<file path="src/rtl/twalk_pkg.sv">
package twalk_pkg;

  localparam int NR  = 3;
  localparam int NE  = 8;
  localparam int NB  = 7;
  localparam int NBR = 3;

  localparam int EIW = (NE  > 1) ? $clog2(NE)  : 1;
  localparam int BIW = (NB  > 1) ? $clog2(NB)  : 1;
  localparam int FIW = (NBR > 1) ? $clog2(NBR) : 1;

  typedef enum logic [1:0] {
    SEL_IDLE = 2'b00,
    SEL_A    = 2'b01,
    SEL_B    = 2'b10
  } sel_e;

  localparam int KIND_TAIL = 0;
  localparam int KIND_PASS = 1;
  localparam int KIND_FORK = 2;

  // Blocks are listed in topological order: every edge goes to a higher index.
  localparam int BLK_KIND [NB] = '{KIND_FORK, KIND_PASS, KIND_FORK, KIND_FORK,
                                   KIND_TAIL, KIND_PASS, KIND_TAIL};
  localparam logic [NE-1:0] BLK_IN [NB] = '{8'h00, 8'h00, 8'h01, 8'h06,
                                            8'h08, 8'h30, 8'hC0};
  localparam logic [NR-1:0] BLK_ROOT [NB] = '{3'b001, 3'b010, 3'b000, 3'b000,
                                              3'b000, 3'b100, 3'b000};
  localparam logic [EIW-1:0] BLK_OUT0 [NB] = '{3'd0, 3'd2, 3'd3, 3'd5,
                                               3'd0, 3'd7, 3'd0};
  localparam logic [EIW-1:0] BLK_OUT1 [NB] = '{3'd1, 3'd0, 3'd4, 3'd6,
                                               3'd0, 3'd0, 3'd0};
  localparam logic [FIW-1:0] BLK_FORK [NB] = '{2'd0, 2'd0, 2'd1, 2'd2,
                                               2'd0, 2'd0, 2'd0};
  localparam int FORK_BLK [NBR] = '{0, 2, 3};
  // Forks reachable below each fork (bit d set: fork d is a descendant).
  localparam logic [NBR-1:0] FORK_DESC [NBR] = '{3'b110, 3'b000, 3'b000};

endpackage

</file>
<file path="src/rtl/twalk_rise.sv">
module twalk_rise (
  input  logic clk,
  input  logic rst_n,
  input  logic lvl_i,
  output logic pulse_o
);

  logic lvl_q;
  logic lvl_d;

  always_comb begin
    lvl_d = lvl_i;
  end

  always_ff @(posedge clk or negedge rst_n) begin
    if (!rst_n) begin
      lvl_q <= 1'b0;
    end else begin
      lvl_q <= lvl_d;
    end
  end

  assign pulse_o = lvl_i & ~lvl_q;

endmodule

</file>
<file path="src/rtl/twalk_root_ring.sv">
module twalk_root_ring #(
  parameter int N = 3
) (
  input  logic         clk,
  input  logic         rst_n,
  input  logic         adv_i,
  output logic [N-1:0] hot_o
);

  logic [N-1:0] hot_q;
  logic [N-1:0] hot_d;

  generate
    if (N == 1) begin : g_single
      always_comb begin
        hot_d = hot_q;
        if (adv_i) hot_d = 1'b1;
      end
    end else begin : g_ring
      always_comb begin
        hot_d = hot_q;
        if (adv_i) begin
          if (hot_q == '0) hot_d = {{(N-1){1'b0}}, 1'b1};
          else             hot_d = {hot_q[N-2:0], hot_q[N-1]};
        end
      end
    end
  endgenerate

  always_ff @(posedge clk or negedge rst_n) begin
    if (!rst_n) begin
      hot_q <= '0;
    end else begin
      hot_q <= hot_d;
    end
  end

  assign hot_o = hot_q;

endmodule

</file>
<file path="src/rtl/twalk_fork_ctr.sv">
module twalk_fork_ctr
  import twalk_pkg::*;
(
  input  logic clk,
  input  logic rst_n,
  input  logic restart_i,
  input  logic act_i,
  input  logic step_i,
  output sel_e sel_o
);

  sel_e sel_q;
  sel_e sel_d;
  logic act_q;
  logic act_d;

  always_comb begin
    sel_d = sel_q;
    act_d = act_i;
    if (restart_i) begin
      sel_d = SEL_IDLE;
      act_d = 1'b0;
    end else if (!act_i) begin
      sel_d = SEL_IDLE;
    end else if (!act_q) begin
      sel_d = SEL_A;
    end else if (step_i && (sel_q == SEL_A)) begin
      sel_d = SEL_B;
    end
  end

  always_ff @(posedge clk or negedge rst_n) begin
    if (!rst_n) begin
      sel_q <= SEL_IDLE;
      act_q <= 1'b0;
    end else begin
      sel_q <= sel_d;
      act_q <= act_d;
    end
  end

  assign sel_o = sel_q;

endmodule

</file>
<file path="src/rtl/twalk_seq.sv">
module twalk_seq
  import twalk_pkg::*;
#(
  parameter int NUM_ROOTS  = twalk_pkg::NR,
  parameter int NUM_EDGES  = twalk_pkg::NE,
  parameter int NUM_BLOCKS = twalk_pkg::NB,
  parameter int NUM_FORKS  = twalk_pkg::NBR
) (
  input  logic                  clk,
  input  logic                  rst_n,
  input  logic                  timeout_i,
  output logic [NUM_ROOTS-1:0]  root_o,
  output logic [NUM_EDGES-1:0]  int_cfg_o,
  output logic [NUM_BLOCKS-1:0] ext_cfg_o
);

  localparam int LBIW = (NUM_BLOCKS > 1) ? $clog2(NUM_BLOCKS) : 1;
  localparam int LFIW = (NUM_FORKS  > 1) ? $clog2(NUM_FORKS)  : 1;

  logic                  tick;
  logic                  walk_done;
  logic                  restart;
  logic [NUM_ROOTS-1:0]  root_q;
  logic [NUM_EDGES-1:0]  edge_v;
  logic [NUM_BLOCKS-1:0] blk_act;
  logic [NUM_FORKS-1:0]  desc_ok;
  sel_e                  fork_sel [NUM_FORKS];

  twalk_rise u_rise (
    .clk     (clk),
    .rst_n   (rst_n),
    .lvl_i   (timeout_i),
    .pulse_o (tick)
  );

  always_comb begin
    walk_done = 1'b1;
    for (int k = 0; k < NUM_FORKS; k++) begin
      if (fork_sel[k[LFIW-1:0]] == SEL_A) walk_done = 1'b0;
    end
  end

  assign restart = tick & walk_done;

  twalk_root_ring #(.N(NUM_ROOTS)) u_ring (
    .clk   (clk),
    .rst_n (rst_n),
    .adv_i (restart),
    .hot_o (root_q)
  );

  // A fork may step only when none of its descendants is still on a first choice.
  always_comb begin
    for (int k = 0; k < NUM_FORKS; k++) begin
      desc_ok[k[LFIW-1:0]] = 1'b1;
      for (int d = 0; d < NUM_FORKS; d++) begin
        if (FORK_DESC[k[LFIW-1:0]][d[LFIW-1:0]] && (fork_sel[d[LFIW-1:0]] == SEL_A))
          desc_ok[k[LFIW-1:0]] = 1'b0;
      end
    end
  end

  generate
    for (genvar k = 0; k < NUM_FORKS; k++) begin : g_fork
      twalk_fork_ctr u_fork (
        .clk       (clk),
        .rst_n     (rst_n),
        .restart_i (restart),
        .act_i     (blk_act[FORK_BLK[k]]),
        .step_i    (tick & desc_ok[k]),
        .sel_o     (fork_sel[k])
      );
    end
  endgenerate

  // Enables are resolved block by block in topological order.
  always_comb begin
    edge_v  = '0;
    blk_act = '0;
    for (int b = 0; b < NUM_BLOCKS; b++) begin
      blk_act[b[LBIW-1:0]] = (|(edge_v & BLK_IN[b[LBIW-1:0]]))
                           | (|(root_q & BLK_ROOT[b[LBIW-1:0]]));
      if (BLK_KIND[b[LBIW-1:0]] == KIND_FORK) begin
        edge_v[BLK_OUT0[b[LBIW-1:0]]] = blk_act[b[LBIW-1:0]]
          & (fork_sel[BLK_FORK[b[LBIW-1:0]]] == SEL_A);
        edge_v[BLK_OUT1[b[LBIW-1:0]]] = blk_act[b[LBIW-1:0]]
          & (fork_sel[BLK_FORK[b[LBIW-1:0]]] == SEL_B);
      end else if (BLK_KIND[b[LBIW-1:0]] == KIND_PASS) begin
        edge_v[BLK_OUT0[b[LBIW-1:0]]] = blk_act[b[LBIW-1:0]];
      end
    end
  end

  assign root_o    = root_q;
  assign int_cfg_o = edge_v;
  assign ext_cfg_o = blk_act;

endmodule

</file>
<file path="config.mk">
export PLATFORM = sky130hd
export DESIGN_NAME = twalk_seq
export DESIGN_NICKNAME = d
export VERILOG_FILES = /design/src/rtl/twalk_pkg.sv /design/src/rtl/twalk_rise.sv /design/src/rtl/twalk_root_ring.sv /design/src/rtl/twalk_fork_ctr.sv /design/src/rtl/twalk_seq.sv
export SDC_FILE = /design/constraint.sdc
export NUM_CORES = 1
export LEC_CHECK = 0
export BUFFER_PORTS_ARGS = -buffer_cell sky130_fd_sc_hd__buf_2
export CORE_MARGIN = 5
export CORE_UTILIZATION = 45
export CTS_BUF_LIST = sky130_fd_sc_hd__clkbuf_4
export CTS_CLUSTER_SIZE = 24
export DETAILED_ROUTE_END_ITERATION = 8
export GPL_TIMING_DRIVEN = 0
export PLACE_DENSITY = 0.7
export SETUP_SLACK_MARGIN = 0.3
export SYNTH_ARGS = -nofsm -noshare
export SYNTH_HDL_FRONTEND = slang
export SYNTH_SLANG_ARGS = --single-unit
</file>
<file path="constraint.sdc">
create_clock -name clk -period 4.96 [get_ports clk]
set_input_delay 1.488 -clock clk [delete_from_list [all_inputs] [get_ports clk]]
set_output_delay 1.488 -clock clk [all_outputs]
set_load 0.03 [all_outputs]
</file>
* Word-level counts from Yosys, hierarchy flattened
Index checks and enable logic that the tools add are counted.
** Word-level totals
- Register bits :: 13
- Input bits :: 3
- Output and inout bits :: 18
- Word-level logic and storage cells :: 56
** Operators by class
- Equal/unequal tests :: 9
- Mux-type cells :: 21
- Bitwise gates (word level) :: 11
- Reductions and logical operators :: 7
** Operators by type and width (number)
- two-way mux 2 bit :: 12
- AND 1 bit :: 9
- two-way mux 1 bit :: 8
- inequality test 4 bit, second input constant :: 2
- == test 2 x 1 -> 1 bit, second input constant :: 3
- == test 2 bit, second input constant :: 3
- OR reduction 2 bit :: 3
- inequality test 4 x 3 -> 1 bit, second input constant :: 1
- logical AND 1 bit :: 3
- logical NOT 3 bit :: 1
- two-way mux 3 bit :: 1
- inverter 1 bit :: 1
- bitwise OR 1 bit :: 1

* Longest topological paths before layout
- Word-level depth :: 9
- Gate-level depth with buffers :: 6
- Mapped depth without buffers :: 5

* By module
From an unflattened synthesis, not the netlist that was laid out.
** Unflattened totals
- Cell total of the unflattened synthesis :: 61
- Area total of the unflattened synthesis :: 704.4 µm²
** By module, submodules not included
- twalk_fork_ctr :: instances 3, cells an instance 9, area each 125.1 µm²
- twalk_seq :: instances 1, cells an instance 24, area each 173.9 µm²
- twalk_root_ring :: instances 1, cells an instance 8, area each 116.4 µm²
- twalk_rise :: instances 1, cells an instance 2, area each 38.8 µm²

* Least setup slack after synthesis
Ideal clock, no wire load.
- Kind :: register to output
- Start :: register u_ring.hot_q[0], in the netlist u_ring.hot_o[0]
- End :: output int_cfg_o[7]
- Arrival time :: 2.128 ns
- Data required time :: 3.472 ns
- Slack :: 1.344 ns
- Stages on the path, launching flop included :: 6
- Path buffers :: 2
- Cell sequence :: dfrtp_1 clkbuf_2 and3b_1 nor2_1 o21ai_0 buf_4
** Between the ends
- Word-level cells in the longest chain between the ends :: 5
- Elaborated cells on any way between the ends :: 7
- Those cells by class :: bitwise: 5; reduce/logical: 2
** RTL lines
- start: declaration :: line twalk_root_ring.sv:10 : logic [N-1:0] hot_q;
- start signal: assignment :: line twalk_root_ring.sv:34 : hot_q <= hot_d;
- AND 1 bit :: line twalk_seq.sv:87 : & (fork_sel[BLK_FORK[b[LBIW-1:0]]] == SEL_B);
- named net int_cfg_o[1] :: line twalk_seq.sv:13 : output logic [NUM_EDGES-1:0] int_cfg_o,
- OR reduction 2 bit :: line twalk_seq.sv:81 : blk_act[b[LBIW-1:0]] = (|(edge_v & BLK_IN[b[LBIW-1:0]]))
- AND 1 bit :: line twalk_seq.sv:85 : & (fork_sel[BLK_FORK[b[LBIW-1:0]]] == SEL_A);
- OR reduction 2 bit :: line twalk_seq.sv:81
- bitwise OR 1 bit :: line twalk_seq.sv:82 : | (|(root_q & BLK_ROOT[b[LBIW-1:0]]));
- end: declaration :: line twalk_seq.sv:13
The timed path passes the listed nets, and every way through them passes these cells.

* Final worst setup path
- Start :: register u_ring.hot_q[0], in the netlist u_ring.hot_o[0]
- End :: output int_cfg_o[7]
** Between the ends
- Word-level cells in the longest chain between the ends :: 5
- Elaborated cells on any way between the ends :: 7
- Those cells by class :: bitwise: 5; reduce/logical: 2
** RTL lines (line)
- AND 1 bit :: twalk_seq.sv:87
- OR reduction 2 bit :: twalk_seq.sv:81
- AND 1 bit :: twalk_seq.sv:85
- OR reduction 2 bit (*) :: twalk_seq.sv:81
- bitwise OR 1 bit (*) :: twalk_seq.sv:82
Mark *: on every way between the ends. The rest lies on a longest branch, timed or not.

==> flow_metrics.env <==
export IMPL_synth_area_per_cell_um2=10.4
export IMPL_synth_fp_nets=71
export IMPL_grt_overflow_total=0
export IMPL_n_antenna_cell=0
export IMPL_power_uw=595
export IMPL_vias=543
export IMPL_antenna_left=0
export IMPL_cts_tree="yes"
export IMPL_nFillCells=140
export IMPL_clk_latency_ns=0.27
export IMPL_dp_cells=104
export IMPL_worst_pin_slew_ns=0.522
export IMPL_antenna_found_initial=0
export IMPL_p_leak_nw=0.464
export IMPL_maxSlewViolCount=0
export IMPL_avgRoutedWirePerCell_um=12.4
export IMPL_drc=0
export IMPL_cts_resized=0
export IMPL_path_clk_slew_ns=0.08
export IMPL_synth_area_um2=708
export IMPL_powerDensity_mw_per_mm2=693
export IMPL_setup_viol=0
export IMPL_die_h_um=49.7
export IMPL_end_kind="output pin"
export IMPL_gp_congestion=0.776
export IMPL_cts_max_level=1
export IMPL_io_pins=21
export IMPL_postCtsSetupBuffers=0
export IMPL_ir_worst_vdd_uv=338
export IMPL_grt_usage=0.118
export IMPL_multi_input_area_um2=292
export IMPL_worst_setup_path_type="register to output pin"
export IMPL_synth_cell_types=27
export IMPL_finalHoldViolations=0
export IMPL_portBuffers=20
export IMPL_max_stage_delay_ns=0.40
export IMPL_hold_path_class="register to register"
export IMPL_grt_pass1_wl_um=2260
export IMPL_dpl_hpwl_um=992
export IMPL_clockRootBuffer="clkbuf_4"
export IMPL_nets=96
export IMPL_cts_made_buffers=3
export IMPL_r2r_slack_ns=3.41
export IMPL_whs_ns=0.440
export IMPL_layout_drive_gt1_share=0.446
export IMPL_drt_initial_drc_count=5
export IMPL_final_setup_tns_ns=0
export IMPL_startpoint_type="register"
export IMPL_cp_slowest_cell="dfrtp_1"
export IMPL_placed_area_um2=828
export IMPL_grt_pass1_vias=497
export IMPL_cp_max_fo=9
export IMPL_instances_no_fill=108
export IMPL_cp_cell_sequence="clkbuf_2, and3b_1, nor2_1, o21ai_0, buf_4, buf_2"
export IMPL_seq_area_um2=325
export IMPL_rows=14
export IMPL_wl_um=1340
export IMPL_clkSinkCount=13
export IMPL_drv_cap=0
export IMPL_yosysSeqAreaShare=0.459
export IMPL_min_period_ns=3.43
export IMPL_die_area_mm2=0.00247
export IMPL_hold_buffers=0
export IMPL_start_util=0.470
export IMPL_clock_skew_ns=0.00874
export IMPL_coreArea_mm2=0.00151
export IMPL_ys_warn_count=0
export IMPL_max_freq_mhz=292
export IMPL_rsz0062_at_grt="no"
export IMPL_via_per_inst=5.03
export IMPL_max_slew_margin=0.649
export IMPL_finalCritPeriodShare=0.691
export IMPL_crit_required_ns=3.47
export IMPL_die_w_um=49.7
export IMPL_status="finished clean"
export IMPL_arrival_ns=1.94
export IMPL_grt_max_degree=14
export IMPL_areaGrowthSynthToFinish_pct=21.2
export IMPL_ys_ff_latch=13
export IMPL_cts_max_path_buffers=2
export IMPL_drtPass1Iterations=4
export IMPL_fin_area_um2=858
export IMPL_syn_inst=68
==> synth_stat cells <==
cell type	instances	share of area
dfrtp_1	13	0.46
buf_4	9	0.095
inv_1	5	0.027
nor2_1	5	0.027
o21ai_0	5	0.035
a21oi_1	3	0.021
mux2_4	3	0.064
a31oi_1	2	0.018
nand2_1	2	0.011
nor2b_1	2	0.018
nor2b_2	2	0.025
or2b_1	2	0.021
a211oi_1	1	0.011
a41o_1	1	0.014
and3_1	1	0.0088
and3b_1	1	0.012
clkbuf_2	1	0.0071
nand2b_1	1	0.0088
nand3_1	1	0.0071
nor2b_4	1	0.019
nor3_1	1	0.0071
nor3b_1	1	0.011
nor4_4	1	0.030
nor4b_1	1	0.012
o21bai_1	1	0.011
o22ai_1	1	0.0088
xnor2_1	1	0.012
==> worst max-delay path, delay by kind of cell, from the launching register on <==
family / cells / cell delay, ns
buffers and inverters: 3 / 0.49
AND/OR/NAND/NOR: 2 / 0.58
AO/OA/AOI/OAI: 1 / 0.19
flip-flops: 1 / 0.40
==> state kept, by name, indices dropped and copies added, names as in the netlist <==
signal               count
u_rise.lvl_q             1
u_ring.hot_o             3
g_fork.u_fork.sel_o      6
g_fork.u_fork.act_q      3
==> placed cells by master, fill, tap and decap left out, types with 2 or more instances in the layout <==
cell       n
a31oi_1    2
inv_1      5
mux2_4     3
buf_2     20
dfrtp_1   13
nor2b_1    2
o21ai_0    5
nand2_1    2
a21oi_1    3
or2b_1     2
clkbuf_4   4
buf_4      9
nor2_1     5
nor2b_2    2
==> cell type report <==
type / instances / area share
repair buffers: 20 / 0.117
plain buffers: 10 / 0.0845
well taps: 16 / 0.0233
flip-flops and latches: 13 / 0.379
inverters: 5 / 0.0219
multi-input cells: 40 / 0.340
clock buffers: 4 / 0.0350
==> stage by stage <==
stage / util / setup WS [ns]
after floorplan: - / 1.34
after global routing: 0.570 / 1.40
after CTS: 0.570 / 1.50
after global placement: 0.550 / 1.87
after detailed placement: 0.550 / 1.81
final: 0.570 / 1.53
==> path summary, 6_finish.rpt <==
path / start / to / cells past startpoint
max reg2reg: g_fork[2].u_fork.sel_o[0] / u_ring.hot_o[2] / 3
min reg2reg: g_fork[1].u_fork.act_q / g_fork[1].u_fork.sel_o[0] / 1
max: u_ring.hot_o[0] / int_cfg_o[7] / 6
min in group asynchronous: rst_n / g_fork[2].u_fork.sel_o[0] / 1
min: g_fork[1].u_fork.act_q / g_fork[1].u_fork.sel_o[0] / 1
max in group asynchronous: rst_n / g_fork[1].u_fork.sel_o[0] / 1
==> layer usage <==
layer	track usage	up-vias	part of all wire
li1	-	273	-
met1	0.155	249	0.45
met2	0.180	19	0.47
met3	0.0482	2	0.078
met4	0.0262	0	0.0090
met5	0	-	0
==> power by group <==
group / total (mW) / switching (mW) / internal [mW]
Clock: 0.0684 / 0.0318 / 0.0366
Sequential: 0.176 / 0.0349 / 0.141
Combinational: 0.350 / 0.210 / 0.141
==> cells by family after synthesis <==
group                  count (synthesis)  synth area share
AND/OR/NAND/NOR                       22             0.217
buffers and inverters                 15             0.129
XOR/XNOR                               1            0.0124
AO/OA/AOI/OAI                         14             0.118
flip-flops                            13             0.459
multiplexers                           3            0.0636
Power figures use the tool's default switching activity.
